<file path="src/rtl/dtc_pkg.sv">
package dtc_pkg;
  // strobes from control to datapath
  typedef struct packed {
    logic advance;
    logic clear;
  } dtcStrobe_t;

  localparam int unsigned NIBBLE_W = 4;
  localparam logic [NIBBLE_W-1:0] NIBBLE_MAX = 4'd9;
endpackage

</file>
<file path="src/rtl/dtc_prescaler.sv">
module dtc_prescaler
  import dtc_pkg::*;
#(
  parameter int unsigned TICK_DIV = 32'd67108864,
  localparam int unsigned PRE_W = (TICK_DIV > 1) ? $clog2(TICK_DIV) : 1
) (
  input  logic       clk,
  input  logic       rst,
  input  logic       run,
  output dtcStrobe_t strobe
);
  localparam logic [PRE_W-1:0] LAST = PRE_W'(TICK_DIV - 1);

  logic [PRE_W-1:0] preCnt;
  logic             atLast;

  assign atLast = (preCnt == LAST);

  always_ff @(posedge clk) begin
    if (rst) begin
      preCnt <= '0;
    end else if (run) begin
      if (atLast) preCnt <= '0;
      else        preCnt <= preCnt + 1'b1;
    end
  end

  always_comb begin
    strobe.clear   = rst;
    strobe.advance = run && atLast && !rst;
  end
endmodule

</file>
<file path="src/rtl/dtc_bcd_digit.sv">
module dtc_bcd_digit
  import dtc_pkg::*;
(
  input  logic                clk,
  input  logic                clear,
  input  logic                step,
  output logic [NIBBLE_W-1:0] digit
);
  always_ff @(posedge clk) begin
    if (clear) begin
      digit <= '0;
    end else if (step) begin
      if (digit == NIBBLE_MAX) digit <= '0;
      else                     digit <= digit + 1'b1;
    end
  end
endmodule

</file>
<file path="src/rtl/dtc_digit_chain.sv">
module dtc_digit_chain
  import dtc_pkg::*;
#(
  parameter int unsigned DIGITS = 4,
  localparam int unsigned TALLY_W = DIGITS * NIBBLE_W
) (
  input  logic               clk,
  input  dtcStrobe_t         strobe,
  output logic [TALLY_W-1:0] tally
);
  logic [DIGITS-1:0] lowerAllNine;

  for (genvar i = 0; i < DIGITS; i++) begin : g_place
    if (i == 0) begin : g_lsd
      assign lowerAllNine[i] = 1'b1;
    end else begin : g_upper
      assign lowerAllNine[i] = lowerAllNine[i-1] &&
                               (tally[(i-1)*NIBBLE_W +: NIBBLE_W] == NIBBLE_MAX);
    end

    dtc_bcd_digit i_digit (
      .clk  (clk),
      .clear(strobe.clear),
      .step (strobe.advance && lowerAllNine[i]),
      .digit(tally[i*NIBBLE_W +: NIBBLE_W])
    );
  end
endmodule

</file>
<file path="src/rtl/decimal_tick_counter.sv">
module decimal_tick_counter
  import dtc_pkg::*;
#(
  parameter int unsigned TICK_DIV = 32'd67108864,
  parameter int unsigned DIGITS   = 4,
  localparam int unsigned TALLY_W = DIGITS * NIBBLE_W
) (
  input  logic               clk,
  input  logic               rst,
  input  logic               run,
  output logic [TALLY_W-1:0] tally
);
  dtcStrobe_t strobe;

  dtc_prescaler #(.TICK_DIV(TICK_DIV)) i_ctrl (
    .clk   (clk),
    .rst   (rst),
    .run   (run),
    .strobe(strobe)
  );

  dtc_digit_chain #(.DIGITS(DIGITS)) i_data (
    .clk   (clk),
    .strobe(strobe),
    .tally (tally)
  );
endmodule

</file>
<file path="config.mk">
export PLATFORM = sky130hd
export DESIGN_NAME = decimal_tick_counter
export DESIGN_NICKNAME = d
export VERILOG_FILES = /design/src/rtl/dtc_pkg.sv /design/src/rtl/dtc_prescaler.sv /design/src/rtl/dtc_bcd_digit.sv /design/src/rtl/dtc_digit_chain.sv /design/src/rtl/decimal_tick_counter.sv
export SDC_FILE = /design/constraint.sdc
export NUM_CORES = 1
export LEC_CHECK = 0
export BUFFER_PORTS_ARGS = -buffer_cell sky130_fd_sc_hd__buf_2
export CAP_MARGIN = 20
export CORE_ASPECT_RATIO = 0.8
export CORE_UTILIZATION = 40
export CTS_BUF_LIST = sky130_fd_sc_hd__clkbuf_4
export DETAILED_ROUTE_END_ITERATION = 7
export GPL_TIMING_DRIVEN = 0
export MAX_ROUTING_LAYER = met4
export PLACE_DENSITY = 0.63
export SETUP_SLACK_MARGIN = 0.05
export SYNTH_ARGS = -nofsm -noshare
export SYNTH_HDL_FRONTEND = slang
export SYNTH_SLANG_ARGS = --single-unit
export TNS_END_PERCENT = 30
</file>
<file path="constraint.sdc">
create_clock -name clk -period 2.6 [get_ports clk]
set_clock_uncertainty 0.05 [all_clocks]
set_input_delay 0.52 -clock clk [delete_from_list [all_inputs] [get_ports clk]]
set_output_delay 0.52 -clock clk [all_outputs]
set_load 0.05 [all_outputs]
</file>
# Yosys cells after proc, flatten, opt, wreduce, memory -nomap -nowiden
# Cells that the tools add are included.
[totals] input_bits=3 register_bits=42 output_inout_bits=16 word_cells=28
[classes] n_addsub=5 mux=5 eq_ne=5 n_reduce_logical=8
[ops] operator="$add 26x1->26 const B" count=1
[ops] operator="$eq 26x26->1 const B" count=1
[ops] operator="$mux 26" count=1
[ops] operator="$add 4x1->4 const B" count=4
[ops] operator="$eq 4x4->1 const B" count=4
[ops] operator="$mux 4" count=4
[ops] operator="$logic_and 1x1->1" count=7
[ops] operator="$logic_not 1->1" count=1

# Logic depth before layout (Yosys ltp)
# Gate-level depths: netlist of run 1.
[logic_depth] word_depth=4 depth_mapped=7 mapped_depth_nobuf=6

# Cells and area by module
# Synthesis of run 1 repeated with hierarchy kept, for this count alone.
[unflattened] cells_unflattened=225 hier_area_um2=2068.2
[by_module_without_submodules] mod="dtc_prescaler" area_each_um2=1285.0 seq_area_each_um2=520.5 instances=1 cells_per_inst=147
[by_module_without_submodules] mod="dtc_bcd_digit" area_each_um2=178.9 seq_area_each_um2=80.1 instances=4 cells_per_inst=18
[by_module_without_submodules] mod="dtc_digit_chain" area_each_um2=67.6 seq_area_each_um2=0.0 instances=1 cells_per_inst=6

# Least setup slack after synthesis of run 1
# No wires, ideal clock.
[synth_timing] path_type="input to register" startpoint="in run" endpoint="reg i_data.g_place[0].i_digit.digit[2]" arrival_ps=2064 t_required_ps=2429 setup_time_ps=121 cell_stages=7 path_slack_ps=365 cell_sequence="clkbuf_1 nand4_1 or4_1 buf_6 nor3_4 nand2_1 mux2_4"
[synth_via] elab_chain_cells=2
[synth_rtl] item="start, declared" line="decimal_tick_counter.sv:10" rtl="input logic run,"
[synth_rtl] item="$logic_and 1x1->1 (2 in a row)" line="dtc_prescaler.sv:30" rtl="strobe.advance = run && atLast && !rst;"
[synth_rtl] item="end signal, assigned" line="dtc_bcd_digit.sv:14" rtl="else digit <= digit + 1'b1;"
[synth_rtl] item="end, declared" line="dtc_bcd_digit.sv:7" rtl="output logic [NIBBLE_W-1:0] digit"
# No other way between the ends.
# A chain may end at the register's enable or synchronous reset.

# Worst setup path after layout of run 1
[layout_timing] startpoint="reg i_ctrl.preCnt[1]" endpoint="reg i_data.g_place[0].i_digit.digit[2]"
[layout_via] elab_chain_cells=3
[layout_rtl] item="start, declared" line="dtc_prescaler.sv:14" rtl="logic [PRE_W-1:0] preCnt;"
[layout_rtl] item="start signal, assigned" line="dtc_prescaler.sv:24" rtl="else preCnt <= preCnt + 1'b1;"
[layout_rtl] item="$eq 26x26->1" line="dtc_prescaler.sv:17" rtl="assign atLast = (preCnt == LAST);"
[layout_rtl] item="$logic_and 1x1->1 (2 in a row)" line="dtc_prescaler.sv:30"
# No other way between the ends.

==> impl_metrics.env, run 1 <==
export IMPL_status="complete, no violations"
export IMPL_clock_sinks=42
export IMPL_cp_max_fo=8
export IMPL_cts_buffers=5
export IMPL_drc_errors=0
export IMPL_r2r_cells=7
export IMPL_synth_edf_count=0
export IMPL_fmax_mhz=427
export IMPL_hold_slack_ns=0.456
export IMPL_die_w_um=83.1
export IMPL_worstSkewPairLatency_ns=0.34
export IMPL_async_reset_ff_share_pct=0
export IMPL_finalMaxSlewViolations=0
export IMPL_clk_path_buf_depth=2
export IMPL_power_frac_clock_pct=32.2
export IMPL_via_count=1721
export IMPL_min_period_over_period_pct=90.0
export IMPL_min_period_ns=2.34
export IMPL_dieArea_um2=5550
export IMPL_hold_depth=2
export IMPL_yosysWarnings=0
export IMPL_antenna_found_initial=0
export IMPL_syn_area_um2=2100
export IMPL_cts_max_level=2
export IMPL_syn_area_per_cell_um2=8.58
export IMPL_setup_tns_ns=0
export IMPL_max_cap_violations=0
export IMPL_initial_core_util_pct=41.8
export IMPL_dp_cells=324
export IMPL_ys_seq_area_share_pct=40.0
export IMPL_cp_required_ns=2.79
export IMPL_end_kind="flip-flop"
export IMPL_cp_top_family="simple AND/OR/NAND/NOR gates"
export IMPL_final_cell_count_no_fill=332
export IMPL_crit_path_start_kind="flip-flop"
export IMPL_wl_per_cell_um=12.6
export IMPL_grt_remaining_overflow=0
export IMPL_placeableCoreArea_um2=5040
export IMPL_post_cts_resized=0
export IMPL_clock_root_buffer="clkbuf_4"
export IMPL_p_switching_uw=225
export IMPL_tightest_slew_ns=0.716
export IMPL_syn_to_final_growth_pct=10.4
export IMPL_die_height_um=66.9
export IMPL_min_from="i_data.g_place[3].i_digit.digit[1]"
export IMPL_syn_num_nets=249
export IMPL_yosysMostFrequentCell="dfxtp_1"
export IMPL_ys_types=38
export IMPL_rows=23
export IMPL_synthTopCellsByCount="dfxtp_1 (42), nor2_1 (40), nand2_1 (21)"
export IMPL_r2r_end="i_data.g_place[0].i_digit.digit[2]"
export IMPL_synthCells=245
export IMPL_grt_pass1_vias=1380
export IMPL_finalWirelength_um=4170
export IMPL_worstPathCellList="ha_1, nand4_1, or4_1, buf_6, nor3_4, nand2_1, mux2_4"
export IMPL_cts_tree="yes"
export IMPL_max_stage_delay_ns=0.57
export IMPL_rsz0062_at_grt="no"
export IMPL_holdCritPathClass="reg2reg"
export IMPL_synth_top_area_share_pct=40.0
export IMPL_slew_headroom_pct=51.9
export IMPL_grt_max_degree=13
export IMPL_synth_seq_cells=42
export IMPL_drt_iter0_markers=107
export IMPL_io_pins=19
export IMPL_worst_path_buf_inv=1
export IMPL_power_density_nw_per_um2=426
export IMPL_ir_drop_v=0.000241
export IMPL_portBuffers=17
export IMPL_yosys_top_cells_area="dfxtp_1 (40%), nor2_1 (7.1%), xor2_1 (6.7%)"
export IMPL_dpl_hpwl_um=3060
export IMPL_antenna_cells=0
export IMPL_hold_buffers=0
export IMPL_fill_cells=493
export IMPL_avgViaCountPerCell=5.18
export IMPL_gp_congestion=0.770
export IMPL_synth_largest_area_cell="dfxtp_1"
export IMPL_p_sw_share_pct=22.8
export IMPL_path_class="reg2reg"
export IMPL_reg2reg_slack_ns=0.26
export IMPL_p_comb_share_pct=2.4
export IMPL_drive_above_1_share_pct=14.4
export IMPL_grt_pass1_wl_um=6750
export IMPL_clk_pin_slew_ns=0.12
export IMPL_track_usage_pct=16.1
export IMPL_worstPathArrival_ns=2.53
export IMPL_ant_nets=0
export IMPL_report_final_hold_viol_count=0
export IMPL_setup_violations_final=0
export IMPL_r2r_start="i_ctrl.preCnt[1]"
export IMPL_p_seq_share_pct=65.4
export IMPL_holdPathEnd="i_data.g_place[3].i_digit.digit[1]"
export IMPL_num_nets_final=273
export IMPL_post_cts_buffers=0
export IMPL_first_pass_iters=4
export IMPL_internal_power_uw=765
export IMPL_p_leak_nw=0.794
export IMPL_yosys_most_used_dff="dfxtp_1"
export IMPL_critPathSlowestCell="or4_1"
cell usage in the layout (no fill, tap or decap), drive strengths merged, types with 6 or more instances in the layout:
cell / netlist / routed
inv: 7 / 7
nor3: 6 / 6
buf: 3 / 18
dfxtp: 42 / 42
xnor2: 12 / 12
nor4: 7 / 7
clkbuf: 3 / 11
nand3: 12 / 12
a21oi: 8 / 8
nor2: 40 / 40
nand4: 17 / 17
nor2b: 8 / 8
nand2: 21 / 21
xor2: 16 / 16
cell type report:
type	count	area [um^2]	share of cell area [%]
Tap cell	62	77.6	3.34
Buffer	6	32.5	1.40
Multi-Input combinational cell	190	1210	51.9
Inverter	7	26.3	1.13
Sequential cell	42	841	36.2
Clock inverter	2	8.76	0.377
Timing Repair Buffer	17	85.1	3.66
Clock buffer	6	45.0	1.94
flip-flops by register name (all words and copies together), names as in the netlist:
name,cells
i_ctrl.preCnt,26
i_data.g_place.i_digit.digit,16
through the flow:
| step | setup slack [ns] | instance area [um^2] | power, mW | util, % |
|---|---|---|---|---|
| detailed placement | 0.101 | 2270 | 0.686 | 45.0 |
| floorplan | 0.365 | 2100 | 0.678 | - |
| finish | 0.261 | 2320 | 0.990 | 46.1 |
| CTS | 0.201 | 2320 | 1.01 | 46.1 |
| global route | 0.0847 | 2320 | 1.04 | 46.1 |
| global placement | 0.139 | 2270 | 0.686 | 45.0 |
worst max-delay path by stage:
stage,startpoint,endpoint,cells past startpoint
floorplan,run,i_data.g_place[0].i_digit.digit[2],7
global placement,run,i_ctrl.preCnt[19],7
detailed placement,run,i_ctrl.preCnt[21],7
CTS,i_ctrl.preCnt[1],i_ctrl.preCnt[21],7
global route,i_ctrl.preCnt[0],i_data.g_place[2].i_digit.digit[1],6
finish,i_ctrl.preCnt[1],i_data.g_place[0].i_digit.digit[2],7
worst register-to-register path: stages (launching register included):
cell	delay (ns)
dfxtp_1	0.39
ha_1	0.20
nand4_1	0.21
or4_1	0.57
buf_6	0.17
nor3_4	0.23
nand2_1	0.11
mux2_4	0.30
power groups by stage:
stage                     Combinational, mW  Clock (mW)  Sequential [mW]
after floorplan                      0.0161           0            0.662
after global placement               0.0237           0            0.662
after CTS                            0.0239       0.334            0.648
after global routing                 0.0269       0.361            0.649
after detailed placement             0.0240           0            0.662
final                                0.0241       0.318            0.648
logic make-up after synthesis:
group / after synthesis / share of synthesized area, %
flip-flops: 42 / 40.0
buffers and inverters: 13 / 2.68
AO/OA/AOI/OAI: 17 / 4.58
adder cells (fa/ha/maj): 1 / 0.595
AND/OR/NAND/NOR: 140 / 38.4
XOR/XNOR: 28 / 11.7
multiplexers: 4 / 2.14
per-layer routing:
metal	track usage [%]	wire length (um)	vias to the layer above
li1	-	-	910
met1	24.5	2410	788
met2	20.2	1590	21
met3	3.97	142	2
met4	4.53	27	0
met5	-	0	-
Note: power is estimated with default switching activity, not from simulation.
==> run 2: changes to the inputs <==
Settings changed: PLACE_DENSITY 0.63 to 0.66.
Clock period 2.6 ns to 1.9 ns, I/O delays scaled along.
==> run 2 against run 1 <==
Net effect:
- the run now ends with setup timing left
- final area up 15%
- maximum frequency up 18%
- total power up 37%
- clock-buffer cell count down 1
- register-to-register slack lost 0.34 ns
- sequential share of layout area fell by 3.7 points
- global-route usage is 0.92 points higher
- first-iteration DRC count down 27%
- clock power grew 36%
- worst hold slack worse by 0.20 ns
- via count up 5.8%
- non-clock buffer count up 17
- largest power group unchanged
==> impl_metrics.env, run 2 (synthesis results as in run 1) <==
export IMPL_fill_cells=451
export IMPL_fin_util_pct=53.0
export IMPL_layout_common_cells="nor2_1 (39), dfxtp_1 (24), nand2_1 (21), buf_2 (17)"
export IMPL_setup_tns_ns=-0.454
export IMPL_antenna_cells=0
export IMPL_grt_max_degree=13
export IMPL_power_frac_clock_pct=31.8
export IMPL_startpoint="i_ctrl.preCnt[0]"
export IMPL_grt_pass1_vias=1510
export IMPL_finalWirelength_um=4680
export IMPL_wl_per_cell_um=13.4
export IMPL_power_density_nw_per_um2=509
export IMPL_portBuffers=17
export IMPL_ir_drop_v=0.000281
export IMPL_largest_register="i_ctrl.preCnt"
export IMPL_p_seq_share_pct=65.1
export IMPL_status="finished with violations"
export IMPL_min_from="run"
export IMPL_drc_errors=0
export IMPL_cts_buffers=5
export IMPL_clk_pin_slew_ns=0.13
export IMPL_gp_congestion=0.792
export IMPL_avgViaCountPerCell=5.22
export IMPL_max_cap_violations=0
export IMPL_dieArea_um2=5550
export IMPL_min_period_over_period_pct=104
export IMPL_finalMaxSlewViolations=0
export IMPL_dpl_hpwl_um=3100
export IMPL_rsz0062_at_grt="yes"
export IMPL_violations="setup timing"
export IMPL_cts_tree="yes"
export IMPL_antenna_found_initial=0
export IMPL_p_leak_nw=1.05
export IMPL_grt_pass1_wl_um=7210
export IMPL_first_pass_iters=4
export IMPL_slew_headroom_pct=68.2
export IMPL_clock_sinks=42
export IMPL_p_sw_share_pct=24.1
export IMPL_fmax_mhz=505
export IMPL_pre_cts_ws_ns=-0.457
export IMPL_clock_root_buffer="clkbuf_4"
export IMPL_die_w_um=83.1
export IMPL_holdCritPathClass="in2reg"
export IMPL_p_comb_share_pct=3.1
export IMPL_largest_registers="i_ctrl.preCnt x26, i_data.g_place.i_digit.digit x16"
export IMPL_stdcell_area_um2=2670
export IMPL_setup_violations_final=9
export IMPL_final_common_cell="nor2_1"
export IMPL_placeableCoreArea_um2=5040
export IMPL_r2r_start="i_ctrl.preCnt[0]"
export IMPL_p_switching_uw=328
export IMPL_worstSkewPairLatency_ns=0.36
export IMPL_cp_required_ns=2.15
export IMPL_worstPathArrival_ns=2.23
export IMPL_cp_max_fo=4
export IMPL_rows=23
export IMPL_initial_core_util_pct=41.8
export IMPL_die_height_um=66.9
export IMPL_report_final_hold_viol_count=0
export IMPL_end_kind="flip-flop"
export IMPL_path_class="reg2reg"
export IMPL_internal_power_mw=1.03
export IMPL_tightest_slew_ns=0.473
export IMPL_hold_slack_ns=0.254
export IMPL_min_period_ns=1.98
export IMPL_setup_ws_ns=-0.0803
export IMPL_clk_path_buf_depth=2
export IMPL_dpl_cell_area_um2=2290
export IMPL_io_pins=19
export IMPL_via_count=1821
export IMPL_drive_above_1_share_pct=30.0
export IMPL_num_nets_final=290
export IMPL_cts_max_level=2
export IMPL_crit_path_start_kind="flip-flop"
export IMPL_ant_nets=0
export IMPL_grt_remaining_overflow=0
export IMPL_track_usage_pct=17.0
export IMPL_syn_to_final_growth_pct=27.0
export IMPL_drt_iter0_markers=78
export IMPL_largest_reg_flops=26
## run 2: changes by cell type in the layout (fill, tap and decap cells not counted), moves of 3 or more
cell     previous run  this run
dfxtp_1            42        24
dfxtp_2             0        16
buf_4               0        15
nor4_4              0         6
nor4_2              6         1
buf_6               1         4
nor3_1              4         1
## run 2: routing by layer
layer	vias up	global-route usage [%]	wire length, um
li1	945	-	-
met1	843	24.4	2510
met2	27	23.6	1990
met3	6	3.84	140
met4	0	5.17	51
met5	-	-	0
## run 2: power groups by stage
stage | registers [mW] | logic, mW | clock network [mW]
6_report | 0.885 | 0.0421 | 0.432
5_1_grt | 0.885 | 0.0478 | 0.473
4_1_cts | 0.887 | 0.0423 | 0.445
3_5_place_dp | 0.906 | 0.0340 | 0
3_3_place_gp | 0.906 | 0.0343 | 0
2_1_floorplan | 0.905 | 0.0240 | 0
## run 2: worst paths after layout
check                                       endpoint  slack (ns)  cells after the start
setup / recovery  i_data.g_place[1].i_digit.digit[2]       -0.08                      8
hold / removal                      i_ctrl.preCnt[1]        0.25                      3
setup reg to reg  i_data.g_place[1].i_digit.digit[2]       -0.08                      8
hold reg to reg   i_data.g_place[2].i_digit.digit[0]        0.43                      2
## run 2: layout make-up
type	instances	area (um^2)	area share [%]
Tap cell	62	77.6	2.90
Clock inverter	3	11.3	0.422
Clock buffer	5	37.5	1.41
Inverter	7	26.3	0.984
Multi-Input combinational cell	190	1370	51.1
Sequential cell	42	868	32.5
Timing Repair Buffer	34	228	8.52
Buffer	6	56.3	2.11
## run 2: critical path, stage by stage, from the launching register on
cell	delay, ns
dfxtp_2	0.38
ha_4	0.14
nand4_1	0.13
buf_4	0.19
buf_6	0.12
nor3b_4	0.20
nand4_1	0.21
or3_1	0.36
a21oi_1	0.15
## run 2: what timing repair did
item                                    4_1_cts  5_1_grt
pin swaps                                     8       23
buffers inserted                              6       11
gates resized for setup                      23       28
hold buffers                                  0        0
hold endpoints to repair                      0        0
endpoints found under the setup margin       38       38
## run 2: metrics by stage
stage / total power [mW] / instances
after floorplan: 0.929 / 245
after global placement: 0.940 / 324
after detailed placement: 0.940 / 324
after CTS: 1.37 / 338
after global routing: 1.41 / 349
final: 1.36 / 349
==> run 3: changes to the inputs <==
Settings changed: SYNTH_HIERARCHICAL set to 1.
==> run 3 against run 2 <==
Net effect:
- the run still ends with setup timing left
- non-clock buffer count up 6
- setup slack got worse by 0.46 ns
- register-to-register slack worse by 0.46 ns
==> impl_metrics.env, run 3 <==
export IMPL_status="finished with violations"
export IMPL_violations="setup timing"
export IMPL_wl_met1_um=2210
export IMPL_cts_tree="yes"
export IMPL_first_pass_iters=4
export IMPL_critPathSlowestCell="dfxtp_2"
export IMPL_avgViaCountPerCell=5.46
export IMPL_end_kind="flip-flop"
export IMPL_holdPathEnd="i_ctrl/preCnt[14]"
export IMPL_yosysMostFrequentCell="dfxtp_1"
export IMPL_seq_area_um2=881
export IMPL_yosysWarnings=6
export IMPL_cts_buffers=5
export IMPL_path_class="reg2reg"
export IMPL_die_height_um=66.3
export IMPL_dp_cells=305
export IMPL_clk_path_buf_depth=2
export IMPL_syn_num_nets=229
export IMPL_antenna_found_initial=0
export IMPL_grt_pass1_vias=1583
export IMPL_syn_area_um2=2070
export IMPL_min_period_over_period_pct=129
export IMPL_initial_core_util_pct=41.5
export IMPL_clk_pin_slew_ns=0.12
export IMPL_ys_types=39
export IMPL_synth_largest_area_cell="dfxtp_1"
export IMPL_rows=23
export IMPL_io_pins=19
export IMPL_worstPathCellList="and4_4, nand4_1, clkbuf_8, nor4_4, nand4b_4, buf_6, nor3_4, nand3_2, mux2_2, o32ai_2"
export IMPL_async_reset_ff_share_pct=0
export IMPL_largest_registers="i_ctrl/preCnt x26, i_data/g_place.i_digit/digit x16"
export IMPL_worstPathArrival_ns=2.66
export IMPL_rsz0062_at_grt="yes"
export IMPL_yosys_most_used_dff="dfxtp_1"
export IMPL_placeableCoreArea_um2=4980
export IMPL_wl_per_cell_um=13.1
export IMPL_synthCells=225
export IMPL_finalMaxSlewViolations=0
export IMPL_cp_max_fo=3
export IMPL_die_w_um=82.4
export IMPL_wl_met2_um=2000
export IMPL_report_final_hold_viol_count=0
export IMPL_grt_max_degree=21
export IMPL_gp_congestion=0.755
export IMPL_cp_required_ns=2.11
export IMPL_reg2reg_slack_ns=-0.54
export IMPL_dpl_hpwl_um=2970
export IMPL_dieArea_um2=5460
export IMPL_num_nets_final=274
export IMPL_cts_max_level=2
export IMPL_clock_sinks=42
export IMPL_antenna_cells=0
export IMPL_track_usage_pct=17.9
export IMPL_finalWirelength_um=4370
export IMPL_largest_register="i_ctrl/preCnt"
export IMPL_stdcell_area_um2=2610
export IMPL_hold_depth=2
export IMPL_grt_pass1_wl_um=7190
export IMPL_portBuffers=18
export IMPL_wl_met3_um=100
export IMPL_r2r_end="i_data/g_place[2].i_digit/digit[3]"
export IMPL_multiInputGateArea_um2=1250
export IMPL_ys_seq_area_share_pct=40.7
export IMPL_fill_cells=466
export IMPL_slew_headroom_pct=66.9
export IMPL_synth_top_area_share_pct=40.7
export IMPL_r2r_cells=10
export IMPL_startpoint="i_ctrl/preCnt[10]"
export IMPL_final_cell_count_no_fill=333
export IMPL_tightest_slew_ns=0.496
export IMPL_clock_root_buffer="clkbuf_4"
export IMPL_setup_ws_ns=-0.544
export IMPL_ant_nets=0
export IMPL_syn_area_per_cell_um2=9.19
export IMPL_r2r_start="i_ctrl/preCnt[10]"
export IMPL_worstSkewPairLatency_ns=0.35
export IMPL_layout_common_cells="nor2_1 (22), dfxtp_1 (22), a21oi_1 (20), buf_4 (20), buf_2 (19)"
export IMPL_min_from="rst"
export IMPL_p_leak_nw=0.922
export IMPL_fmax_mhz=409
export IMPL_setup_violations_final=15
export IMPL_dpl_cell_area_um2=2290
export IMPL_drt_iter0_markers=84
export IMPL_largest_reg_flops=26
export IMPL_min_period_ns=2.44
export IMPL_synth_edf_count=0
export IMPL_max_stage_delay_ns=0.36
export IMPL_yosys_top_cells_area="dfxtp_1 (41%), xnor2_1 (5.9%), a21oi_1 (4.8%)"
export IMPL_drive_above_1_share_pct=38.4
export IMPL_synthTopCellsByCount="dfxtp_1 (42), nor2_1 (23), a21oi_1 (20)"
export IMPL_ir_drop_v=0.000432
export IMPL_max_cap_violations=0
export IMPL_maxUsedRoutingLayer="met4"
export IMPL_grt_remaining_overflow=0
export IMPL_crit_path_start_kind="flip-flop"
export IMPL_drc_errors=0
export IMPL_power_density_nw_per_um2=525
export IMPL_synth_seq_cells=42
export IMPL_syn_to_final_growth_pct=26.1
export IMPL_holdCritPathClass="in2reg"
export IMPL_via_count=1819
export IMPL_pre_cts_ws_ns=-0.986
[run 3: logic make-up after synthesis]
| group | synth area share, % |
|---|---|
| AND/OR/NAND/NOR | 28.7 |
| flip-flops | 40.7 |
| buffers and inverters | 3.57 |
| adder cells (fa/ha/maj) | 0.605 |
| AO/OA/AOI/OAI | 15.8 |
| XOR/XNOR | 8.47 |
| multiplexers | 2.18 |
[run 3: repair_timing]
action | in CTS | in global routing
setup buffers | 21 | 0
hold buffers | 0 | 0
resized for setup | 34 | 6
pin swaps | 10 | 10
setup endpoints to repair | 36 | 25
[run 3: worst max path at each step]
stage                                         endpoint  slack (ns)  cells past startpoint
floorplan           i_data/g_place[3].i_digit/digit[3]       -0.66                      9
global placement    i_data/g_place[1].i_digit/digit[3]       -0.98                      9
detailed placement  i_data/g_place[1].i_digit/digit[3]       -0.99                      9
CTS                 i_data/g_place[3].i_digit/digit[3]       -0.54                      9
global route        i_data/g_place[2].i_digit/digit[3]       -0.67                     10
finish              i_data/g_place[2].i_digit/digit[3]       -0.54                     10
[run 3: worst max-delay path: cells and delay by family (launching register included)]
kind | cells | cell delay (ns)
and+or+nand+nor | 6 | 1.14
DFF | 1 | 0.36
buffers and inverters | 2 | 0.33
muxes | 1 | 0.28
AOI/OAI and AO/OA | 1 | 0.19
[run 3: layout make-up]
| type | instances | share of cell area [%] |
|---|---|---|
| Buffer | 7 | 2.16 |
| Clock inverter | 2 | 0.336 |
| Sequential cell | 42 | 33.8 |
| Multi-Input combinational cell | 167 | 48.1 |
| Tap cell | 62 | 2.98 |
| Clock buffer | 6 | 1.73 |
| Timing Repair Buffer | 39 | 9.79 |
| Inverter | 8 | 1.15 |
[run 3: power breakdown]
group | leakage (nW) | switching [mW] | internal (mW) | total [mW]
registers | 0.350 | 0.00750 | 0.879 | 0.886
clock network | 0.0331 | 0.283 | 0.154 | 0.437
logic | 0.538 | 0.0289 | 0.0182 | 0.0471
total | 0.922 | 0.319 | 1.05 | 1.37
[run 3: per-stage QoR]
stage,power (mW),setup TNS [ns],utilization [%],hold slack (ns)
finish,1.37,-4.90,52.4,0.241
global route,1.43,-6.58,52.4,0.230
CTS,1.39,-4.80,51.9,0.226
detailed placement,0.952,-14.13,46.0,0.421
global placement,0.950,-13.73,46.0,0.416
floorplan,0.936,-5.89,-,0.392
[run 3: layer usage]
metal | GRT usage, % | vias up
met4 | 6.14 | 0
li1 | - | 923
met2 | 26.0 | 18
met3 | 4.14 | 7
met5 | - | -
met1 | 24.1 | 871
